<file path="config.mk">
export PLATFORM = sky130hd
export DESIGN_NAME = dual_reload_timer
export DESIGN_NICKNAME = d
export VERILOG_FILES = /design/src/rtl/dtmr_pkg.sv /design/src/rtl/timer_prescale.sv /design/src/rtl/timer_count_unit.sv /design/src/rtl/timer_event_flags.sv /design/src/rtl/dual_reload_timer.sv
export SDC_FILE = /design/constraint.sdc
export NUM_CORES = 1
export LEC_CHECK = 0
export BUFFER_PORTS_ARGS = -buffer_cell sky130_fd_sc_hd__buf_2
export CORE_MARGIN = 2
export CORE_UTILIZATION = 55
export CTS_BUF_LIST = sky130_fd_sc_hd__clkbuf_16
export DETAILED_ROUTE_END_ITERATION = 10
export MAX_ROUTING_LAYER = met4
export PLACE_DENSITY = 0.85
export REMOVE_ABC_BUFFERS = 1
export SLEW_MARGIN = 20
export SYNTH_ARGS = -nofsm -noshare
export SYNTH_HDL_FRONTEND = slang
export SYNTH_SLANG_ARGS = --single-unit
</file>
<file path="constraint.sdc">
create_clock -name clk -period 4.2 [get_ports clk]
set_input_delay 0.21 -clock clk [delete_from_list [all_inputs] [get_ports clk]]
set_output_delay 0.21 -clock clk [all_outputs]
set_load 0.1 [all_outputs]
</file>
<file path="src/rtl/dtmr_pkg.sv">
package dtmr_pkg;
  localparam int DATA_W  = 32;
  localparam int ADDR_W  = 6;
  localparam int NCH     = 2;
  localparam int DIV_W   = 3;
  localparam int PRE_W   = (1 << DIV_W) - 1;

  localparam logic [ADDR_W-1:0] OFS_CTRL   = 6'h00;
  localparam logic [ADDR_W-1:0] OFS_STAT   = 6'h04;
  localparam logic [ADDR_W-1:0] OFS_RLD0   = 6'h10;
  localparam logic [ADDR_W-1:0] OFS_VAL0   = 6'h14;
  localparam logic [ADDR_W-1:0] OFS_RLD1   = 6'h18;
  localparam logic [ADDR_W-1:0] OFS_VAL1   = 6'h1C;

  // control word field positions, indexed by channel
  function automatic int en_bit(input int ch);
    return 2 * ch;
  endfunction
  function automatic int rl_bit(input int ch);
    return 2 * ch + 1;
  endfunction
  function automatic int ref_bit(input int ch);
    return 11 + ch;
  endfunction
  function automatic int div_lsb(input int ch);
    return 19 + DIV_W * ch;
  endfunction
  function automatic int flag_bit(input int ch);
    return 8 * ch;
  endfunction

  // terminal count of the prescaler for a division exponent
  function automatic logic [PRE_W-1:0] pre_limit(input logic [DIV_W-1:0] div);
    return PRE_W'((1 << div) - 1);
  endfunction

  typedef struct packed {
    logic             en;
    logic             reload_en;
    logic             ref_sel;
    logic [DIV_W-1:0] div;
  } chan_cfg_t;
endpackage

</file>
<file path="src/rtl/timer_prescale.sv">
module timer_prescale
  import dtmr_pkg::*;
(
  input  logic             clk,
  input  logic             rst_n,
  input  chan_cfg_t        cfg,
  input  logic             restart,
  input  logic             ref_tick,
  output logic             tick
);
  logic [PRE_W-1:0] phase;
  logic             clk_tick;

  assign clk_tick = cfg.en && (phase == pre_limit(cfg.div));
  assign tick     = cfg.en && (cfg.ref_sel ? ref_tick : clk_tick);

  always_ff @(posedge clk or negedge rst_n) begin
    if (!rst_n)
      phase <= '0;
    else if (restart || !cfg.en || cfg.ref_sel || clk_tick)
      phase <= '0;
    else
      phase <= phase + 1'b1;
  end

  a_r4_no_tick_when_off: assert property (@(posedge clk) disable iff (!rst_n)
    !cfg.en |-> !tick);
endmodule

</file>
<file path="src/rtl/timer_count_unit.sv">
module timer_count_unit
  import dtmr_pkg::*;
(
  input  logic              clk,
  input  logic              rst_n,
  input  chan_cfg_t         cfg,
  input  logic              tick,
  input  logic              load,
  input  logic [DATA_W-1:0] load_val,
  input  logic [DATA_W-1:0] reload_val,
  output logic [DATA_W-1:0] count,
  output logic              expire
);
  logic armed;
  logic at_zero;

  assign at_zero = (count == '0);
  assign expire  = !load && tick && at_zero && (cfg.reload_en || armed);

  always_ff @(posedge clk or negedge rst_n) begin
    if (!rst_n) begin
      count <= '0;
      armed <= 1'b0;
    end else if (load) begin
      count <= load_val;
      armed <= 1'b1;
    end else if (tick) begin
      if (!at_zero) begin
        count <= count - 1'b1;
      end else if (expire) begin
        if (cfg.reload_en) begin
          count <= reload_val;
          armed <= 1'b1;
        end else begin
          armed <= 1'b0;
        end
      end
    end
  end

  a_r3_step_by_one: assert property (@(posedge clk) disable iff (!rst_n)
    (tick && !load && !at_zero) |=> (count == $past(count) - 1'b1));
  a_r5_parked_stays: assert property (@(posedge clk) disable iff (!rst_n)
    (!load && at_zero && !cfg.reload_en && !armed) |=> (count == '0));
endmodule

</file>
<file path="src/rtl/timer_event_flags.sv">
module timer_event_flags
  import dtmr_pkg::*;
(
  input  logic              clk,
  input  logic              rst_n,
  input  logic [NCH-1:0]    expire,
  input  logic              stat_wr,
  input  logic [DATA_W-1:0] wdata,
  output logic [NCH-1:0]    flags
);
  logic [NCH-1:0] clr;

  for (genvar i = 0; i < NCH; i++) begin : g_flag
    assign clr[i] = stat_wr && !wdata[flag_bit(i)];

    always_ff @(posedge clk or negedge rst_n) begin
      if (!rst_n)
        flags[i] <= 1'b0;
      else if (expire[i])
        flags[i] <= 1'b1;
      else if (clr[i])
        flags[i] <= 1'b0;
    end

    a_r11_expiry_wins: assert property (@(posedge clk) disable iff (!rst_n)
      expire[i] |=> flags[i]);
    a_r6_one_keeps: assert property (@(posedge clk) disable iff (!rst_n)
      (stat_wr && wdata[flag_bit(i)] && flags[i]) |=> flags[i]);
  end
endmodule

</file>
<file path="src/rtl/dual_reload_timer.sv">
module dual_reload_timer
  import dtmr_pkg::*;
(
  input  logic              clk,
  input  logic              rst_n,
  input  logic              ref_tick,
  input  logic              bus_wr,
  input  logic [ADDR_W-1:0] bus_addr,
  input  logic [DATA_W-1:0] bus_wdata,
  output logic [DATA_W-1:0] bus_rdata,
  output logic [NCH-1:0]    irq
);
  chan_cfg_t         cfg   [NCH];
  logic [DATA_W-1:0] rld   [NCH];
  logic [DATA_W-1:0] cnt   [NCH];
  logic [NCH-1:0]    tick;
  logic [NCH-1:0]    load;
  logic [NCH-1:0]    expire;
  logic [NCH-1:0]    flags;
  logic              ctrl_wr;
  logic              stat_wr;
  logic [DATA_W-1:0] ctrl_word;
  logic [DATA_W-1:0] stat_word;

  assign ctrl_wr = bus_wr && (bus_addr == OFS_CTRL);
  assign stat_wr = bus_wr && (bus_addr == OFS_STAT);

  for (genvar i = 0; i < NCH; i++) begin : g_ch
    localparam logic [ADDR_W-1:0] RLD_A = (i == 0) ? OFS_RLD0 : OFS_RLD1;
    localparam logic [ADDR_W-1:0] VAL_A = (i == 0) ? OFS_VAL0 : OFS_VAL1;

    assign load[i] = bus_wr && (bus_addr == VAL_A);

    always_ff @(posedge clk or negedge rst_n) begin
      if (!rst_n) begin
        cfg[i] <= '0;
        rld[i] <= '0;
      end else begin
        if (ctrl_wr) begin
          cfg[i].en        <= bus_wdata[en_bit(i)];
          cfg[i].reload_en <= bus_wdata[rl_bit(i)];
          cfg[i].ref_sel   <= bus_wdata[ref_bit(i)];
          cfg[i].div       <= bus_wdata[div_lsb(i) +: DIV_W];
        end
        if (bus_wr && (bus_addr == RLD_A))
          rld[i] <= bus_wdata;
      end
    end

    timer_prescale u_pre (
      .clk      (clk),
      .rst_n    (rst_n),
      .cfg      (cfg[i]),
      .restart  (load[i]),
      .ref_tick (ref_tick),
      .tick     (tick[i])
    );

    timer_count_unit u_cnt (
      .clk        (clk),
      .rst_n      (rst_n),
      .cfg        (cfg[i]),
      .tick       (tick[i]),
      .load       (load[i]),
      .load_val   (bus_wdata),
      .reload_val (rld[i]),
      .count      (cnt[i]),
      .expire     (expire[i])
    );
  end

  timer_event_flags u_flags (
    .clk     (clk),
    .rst_n   (rst_n),
    .expire  (expire),
    .stat_wr (stat_wr),
    .wdata   (bus_wdata),
    .flags   (flags)
  );

  assign irq = flags;

  always_comb begin
    ctrl_word = '0;
    stat_word = '0;
    for (int i = 0; i < NCH; i++) begin
      ctrl_word[en_bit(i)]             = cfg[i].en;
      ctrl_word[rl_bit(i)]             = cfg[i].reload_en;
      ctrl_word[ref_bit(i)]            = cfg[i].ref_sel;
      ctrl_word[div_lsb(i) +: DIV_W]   = cfg[i].div;
      stat_word[flag_bit(i)]           = flags[i];
    end
  end

  always_comb begin
    case (bus_addr)
      OFS_CTRL: bus_rdata = ctrl_word;
      OFS_STAT: bus_rdata = stat_word;
      OFS_RLD0: bus_rdata = rld[0];
      OFS_VAL0: bus_rdata = cnt[0];
      OFS_RLD1: bus_rdata = rld[1];
      OFS_VAL1: bus_rdata = cnt[1];
      default:  bus_rdata = '0;
    endcase
  end

  a_r10_idle_holds: assert property (@(posedge clk) disable iff (!rst_n)
    (!cfg[1].en && !load[1]) |=> $stable(cnt[1]));
endmodule

</file>
* Word-level counts from Yosys, hierarchy flattened
Index checks and enable logic that the tools add are counted.
** Word-level totals
- RAM bits :: 0
- Input bits :: 42
- Register bits after elaboration :: 158
- Latch bits :: 0
- Memories kept :: 0
- Memory bits (read-only) :: 0
- Logic and storage cells :: 113
** Operators by class
- Bitwise gates (word level) :: 0
- Shift-type cells :: 2
- Muxes and demuxes :: 29
- Multiply operators :: 0
- Div/mod/pow operators :: 0
- Order comparisons :: 0
- Reduce and logical (&&, ||, !) cells :: 47
- Eq/ne operators :: 11
- Add/sub/neg operators :: 6
** Operators with widths (number)
- 32-bit 2-to-1 mux :: 10
- 32-bit one-hot mux with 6 select lines :: 1
- 32-bit zero test :: 2
- 32-bit by 1-bit subtractor with 32-bit output (second input constant) :: 2
- 6-bit by 5-bit equality test with 1-bit output (second input constant) :: 4
- 1-bit logical AND :: 18
- 1-bit 2-to-1 mux :: 16
- 2-bit nonzero test :: 8
- 7-bit by 1-bit adder with 7-bit output (second input constant) :: 2
- 7-bit equality test :: 2
- 7-bit 2-to-1 mux :: 2
- 1-bit by 3-bit left shift with 7-bit output (first input constant) :: 2
- 7-bit by 2-bit subtractor with 7-bit output (second input constant) :: 2
- 3-bit AND reduction :: 4
- 1-bit logical OR :: 8
- 6-bit by 3-bit equality test with 1-bit output (second input constant) :: 1
- 1-bit zero test :: 6
- 6-bit zero test :: 1
- 3-bit by 1-bit inequality test with 1-bit output (second input constant) :: 2
- 3-bit by 2-bit inequality test with 1-bit output (second input constant) :: 2

* Logic depth before layout (Yosys ltp)
- Depth after elaboration :: 13
- Gate-level depth with buffers :: 11
- Depth with buffers taken out :: 9

* Modules after synthesis
From an unflattened synthesis, not the netlist that was laid out.
** Second synthesis, totals
- Cells, all modules :: 1080
- Area total of the unflattened synthesis :: 10557.6 µm²
** By module, submodules not included
- dual_reload_timer :: times used 1, seq. area each 1901.8 µm², cells each 301, area an instance 3987.6 µm²
- timer_count_unit at g_ch[0].u_cnt :: times used 1, seq. area each 825.8 µm², cells each 349, area an instance 2875.3 µm²
- timer_count_unit at g_ch[1].u_cnt :: times used 1, seq. area each 825.8 µm², cells each 320, area an instance 2603.7 µm²
- timer_prescale :: times used 2, seq. area each 175.2 µm², cells each 52, area an instance 506.7 µm²
- timer_event_flags :: times used 1, seq. area each 50.0 µm², cells each 6, area an instance 77.6 µm²

* Worst setup path after synthesis
OpenSTA, ideal clock, no wires.
- Path kind :: input -> output
- From :: input bus_addr[4]
- To :: output bus_rdata[0]
- Buffers on the path :: 2
- Required time :: 3.990 ns
- Stages :: 5
- Path slack :: 0.936 ns
- Data arrival time :: 3.054 ns
- Cell sequence :: clkbuf_1 and2_1 clkbuf_1 nand2_1 o21ai_0
** On the way
- Longest elaborated chain between the ends :: 2
** RTL lines
- from (decl) :: RTL line dual_reload_timer.sv:8 : input logic [ADDR_W-1:0] bus_addr,
- 6-bit by 5-bit equality test with 1-bit output, or another cell as far along :: RTL line dual_reload_timer.sv:96 : case (bus_addr)
- 32-bit one-hot mux with 6 select lines (*) :: RTL line dual_reload_timer.sv:96
- to (decl) :: RTL line dual_reload_timer.sv:10 : output logic [DATA_W-1:0] bus_rdata,
Every way passes the cells marked *; elsewhere a longest branch is shown, timed or not.

* Worst setup path in the final report
- From :: register g_ch[1].u_cnt.count[12]
- To :: register g_ch[1].u_cnt.count[15]
** On the way
- Longest elaborated chain between the ends :: 5
** RTL lines
- from (decl) :: RTL line timer_count_unit.sv:11 : output logic [DATA_W-1:0] count,
- from (signal assigned) :: RTL line timer_count_unit.sv:25 : count <= load_val;
- from (signal assigned) :: RTL line timer_count_unit.sv:29 : count <= count - 1'b1;
- from (signal assigned) :: RTL line timer_count_unit.sv:32 : count <= reload_val;
- parallel branches: the longest is 5 deep, another holds 32-bit by 1-bit subtractor with 32-bit output
Parallel ways; which one is timed is not known. The select of a mux whose other input is x is not followed.
A chain may end at the register's enable or synchronous reset.

==> impl_results.md <==
- Global Route Usage Sum: 34.8%
- Initial Utilization: 55.6%
- Via-to-Cell Ratio: 6.89
- CTS Buf Count: 17
- Top FF cell, synth: dfrtp_1
- CP Data Arrival Time: 4.01 ns
- Layout Skew: 0.00977 ns
- Yosys cell types: 76
- CTS clock-pin slew for the worst setup and hold paths: 0.07 ns
- Die X: 138 µm
- Placer Congestion: 0.985
- Peak VDD IR: 0.000348 V
- RSZ-0062 raised after global routing: no
- #FFs+latches synth: 158
- Syn avg cell area: 8.92 µm²
- Synth Instances: 1108
- Worst setup EP type: flip-flop
- Hold Path Class: in -> reg
- Root Driver: clkbuf_16
- WS Path Type: reg -> reg
- Max capacitance violation total: 0
- Grt ovf: 0
- Largest net degree at the start of global routing: 106
- Slew HR: 29.9%
- Clock sink count: 158
- Final Util: 62.5%
- Fin nets: 1199
- Hold Fails Final Rpt: 0
- Status: finished, final reports clean
- Max clock buf depth: 2
- Asr flop ratio synth: 100%
- Tmin final: 3.65 ns
- Final setup TNS: 0 ns
- CP Launch Type: flip-flop
- Worst-Margin Slew: 1.05 ns
- Pwr Density: 460 nW/µm²
- Synthesized cell area: 9880 µm²
- First-pass GRT wire length: 51000 µm
- H-tree depth: 4
- Final Setup Violations: 0
- GR Util met2: 50.3%
- GRT Max-Usage Layer: met2
- Seq/Total Area, Yosys: 40.0%
- Worst EP required: 4.55 ns
- Final worst path period share: 86.9%
- DR iter-0 viols: 1296
- Synthesis-to-layout area growth: 12.4%
- Critical path fanouts, max: 16
- Finished Cell Area: 11100 µm²
- Max Clk Rate: 274 MHz
- DR vias: 9595
- Vias in the first global route: 9272
- TritonRoute pass-1 iters: 5
- Core area: 17800 µm²
- Max-slew violations: 0
- Antenna Nets Post-Route: 0
- Drt drc: 0
- Post-Route WL: 32200 µm
- Post-synth EDFFs: 0
- DIE HEIGHT: 138 µm
- Die ar.: 19100 µm²
- Placed Area: 10500 µm²
- Synth warn: 0
- Grt met1 use: 44.1%
- GR Layer Usage met3: 9.84%
- Io pins: 76
- Clock Latency Late Sink: 0.44 ns
- Hpwl dp: 21300 µm
- FILL cells: 1499
- LEAKAGE: 4.85 nW
- Share of cells above drive strength 1: 21.4%
- Initial antenna violation count: 1
- CTS tree: yes
- Wire per inst: 23.1 µm
- Number of core rows: 49
- # port buffers: 75
## worst paths after layout
check | slack, ns | cells after the start | start | to
worst max-delay path | 0.55 | 7 | g_ch[1].u_cnt.count[12] | g_ch[1].u_cnt.count[15]
worst max register to register | 0.55 | 7 | g_ch[1].u_cnt.count[12] | g_ch[1].u_cnt.count[15]
worst min register to register | 0.53 | 1 | g_ch[1].u_pre.phase[0] | g_ch[1].u_pre.phase[0]
worst min-delay path | 0.04 | 3 | bus_wdata[31] | g_ch[0].u_cnt.count[31]
min in group asynchronous | 0.48 | 2 | rst_n | rld[58]
max in group asynchronous | 2.69 | 3 | rst_n | g_ch[1].u_cnt.count[5]
## per-layer routing
metal	vias up	share of wire, %
met5	-	0
met4	0	5.7
met3	164	12
met2	680	44
met1	4579	38
li1	4172	-
## cell families after synthesis
kind of cell,synth area share [%]
and+or+nand+nor,21.0
adders and majority gates,0.759
xor gates and xnor gates,3.28
muxes,12.3
buffers and inverters,4.34
DFF,40.0
AOI/OAI and AO/OA,18.3
## flip-flops by register name (all words and copies together), names as in the netlist
name / count
g_ch.u_cnt.count: 64
rld: 64
g_ch.u_pre.phase: 14
cfg: 12
g_ch.u_cnt.armed: 2
u_flags.flags: 2
## through the flow
stage | setup slack (ns) | power [mW] | std cells | hold slack [ns]
global route | 0.478 | 5.33 | 1393 | 0.0392
global placement | 0.790 | 3.40 | 1360 | 0.415
detailed placement | 0.713 | 3.46 | 1360 | 0.406
floorplan | -0.277 | 2.97 | 1025 | -0.0856
CTS | 0.634 | 5.06 | 1392 | 0.0208
finish | 0.549 | 5.11 | 1393 | 0.0352
## power by group
| part | internal, mW | switching (mW) |
|---|---|---|
| combinational | 0.533 | 0.726 |
| clock | 0.932 | 0.677 |
| sequential | 1.80 | 0.444 |
| total | 3.26 | 1.85 |
## synthesized netlist by cell type (13+ instances only)
| cell | instances | area share, % |
|---|---|---|
| mux2i_1 | 17 | 1.7 |
| o22ai_1 | 16 | 1.0 |
| a31oi_1 | 19 | 1.2 |
| and3_1 | 13 | 0.82 |
| nand2_1 | 117 | 4.4 |
| xnor2_1 | 26 | 2.3 |
| nor2_1 | 129 | 4.9 |
| mux2_2 | 75 | 8.5 |
| o21ai_0 | 58 | 2.9 |
| inv_1 | 17 | 0.65 |
| nor3_1 | 28 | 1.4 |
| a221oi_1 | 17 | 1.5 |
| nand3_1 | 52 | 2.6 |
| a22oi_1 | 30 | 2.3 |
| dfrtp_1 | 158 | 40 |
| o211ai_1 | 20 | 1.5 |
| nor4_1 | 17 | 1.1 |
| a21oi_1 | 48 | 2.4 |
| and2_1 | 13 | 0.82 |
| clkbuf_1 | 57 | 2.2 |
## worst max-delay path: stages, from the launching register on
cell     delay [ns]
dfrtp_1        0.46
or4_4          0.60
or4_1          0.68
or4_4          0.54
nor2_2         0.20
or3_1          0.66
o22ai_1        0.25
a21oi_2        0.19
## area by class of cell
cell class	count	area (µm²)	share of cell area (%)
tap	229	287	2.58
multi-input combinational	850	5540	49.9
clock inverter	14	170	1.53
timing repair buffer	107	662	5.96
clock buffer	17	425	3.83
sequential	158	3950	35.6
inverter	17	63.8	0.575
antenna	1	2.50	0.0225
## layout by cell type, fill, tap and decap left out, types with 13 or more instances in the layout
master     synthesis  routed
inv_1             17      17
and3_1            13      13
mux2_2            75      75
a31oi_1           19      19
nor4_1            17      15
nand3_1           52      52
o211ai_1          20      20
buf_4              0      28
xnor2_1           26      26
nor2_1           129     128
and2_1            13      14
o21ai_0           58      58
dfrtp_1          158     158
a21oi_1           48      48
a221oi_1          17      17
clkbuf_16          0      17
mux2i_1           17      17
a22oi_1           30      30
nor3_1            28      28
nand2_1          117     117
o22ai_1           16      16
buf_2             10      74
## what timing repair did
item / in CTS / in global routing
gates resized for setup: 0 / 0
setup buffers: 0 / 0
hold buffers: 1 / 0
hold endpoints to repair: 103 / 0
Note: power is estimated with default switching activity, not from simulation.
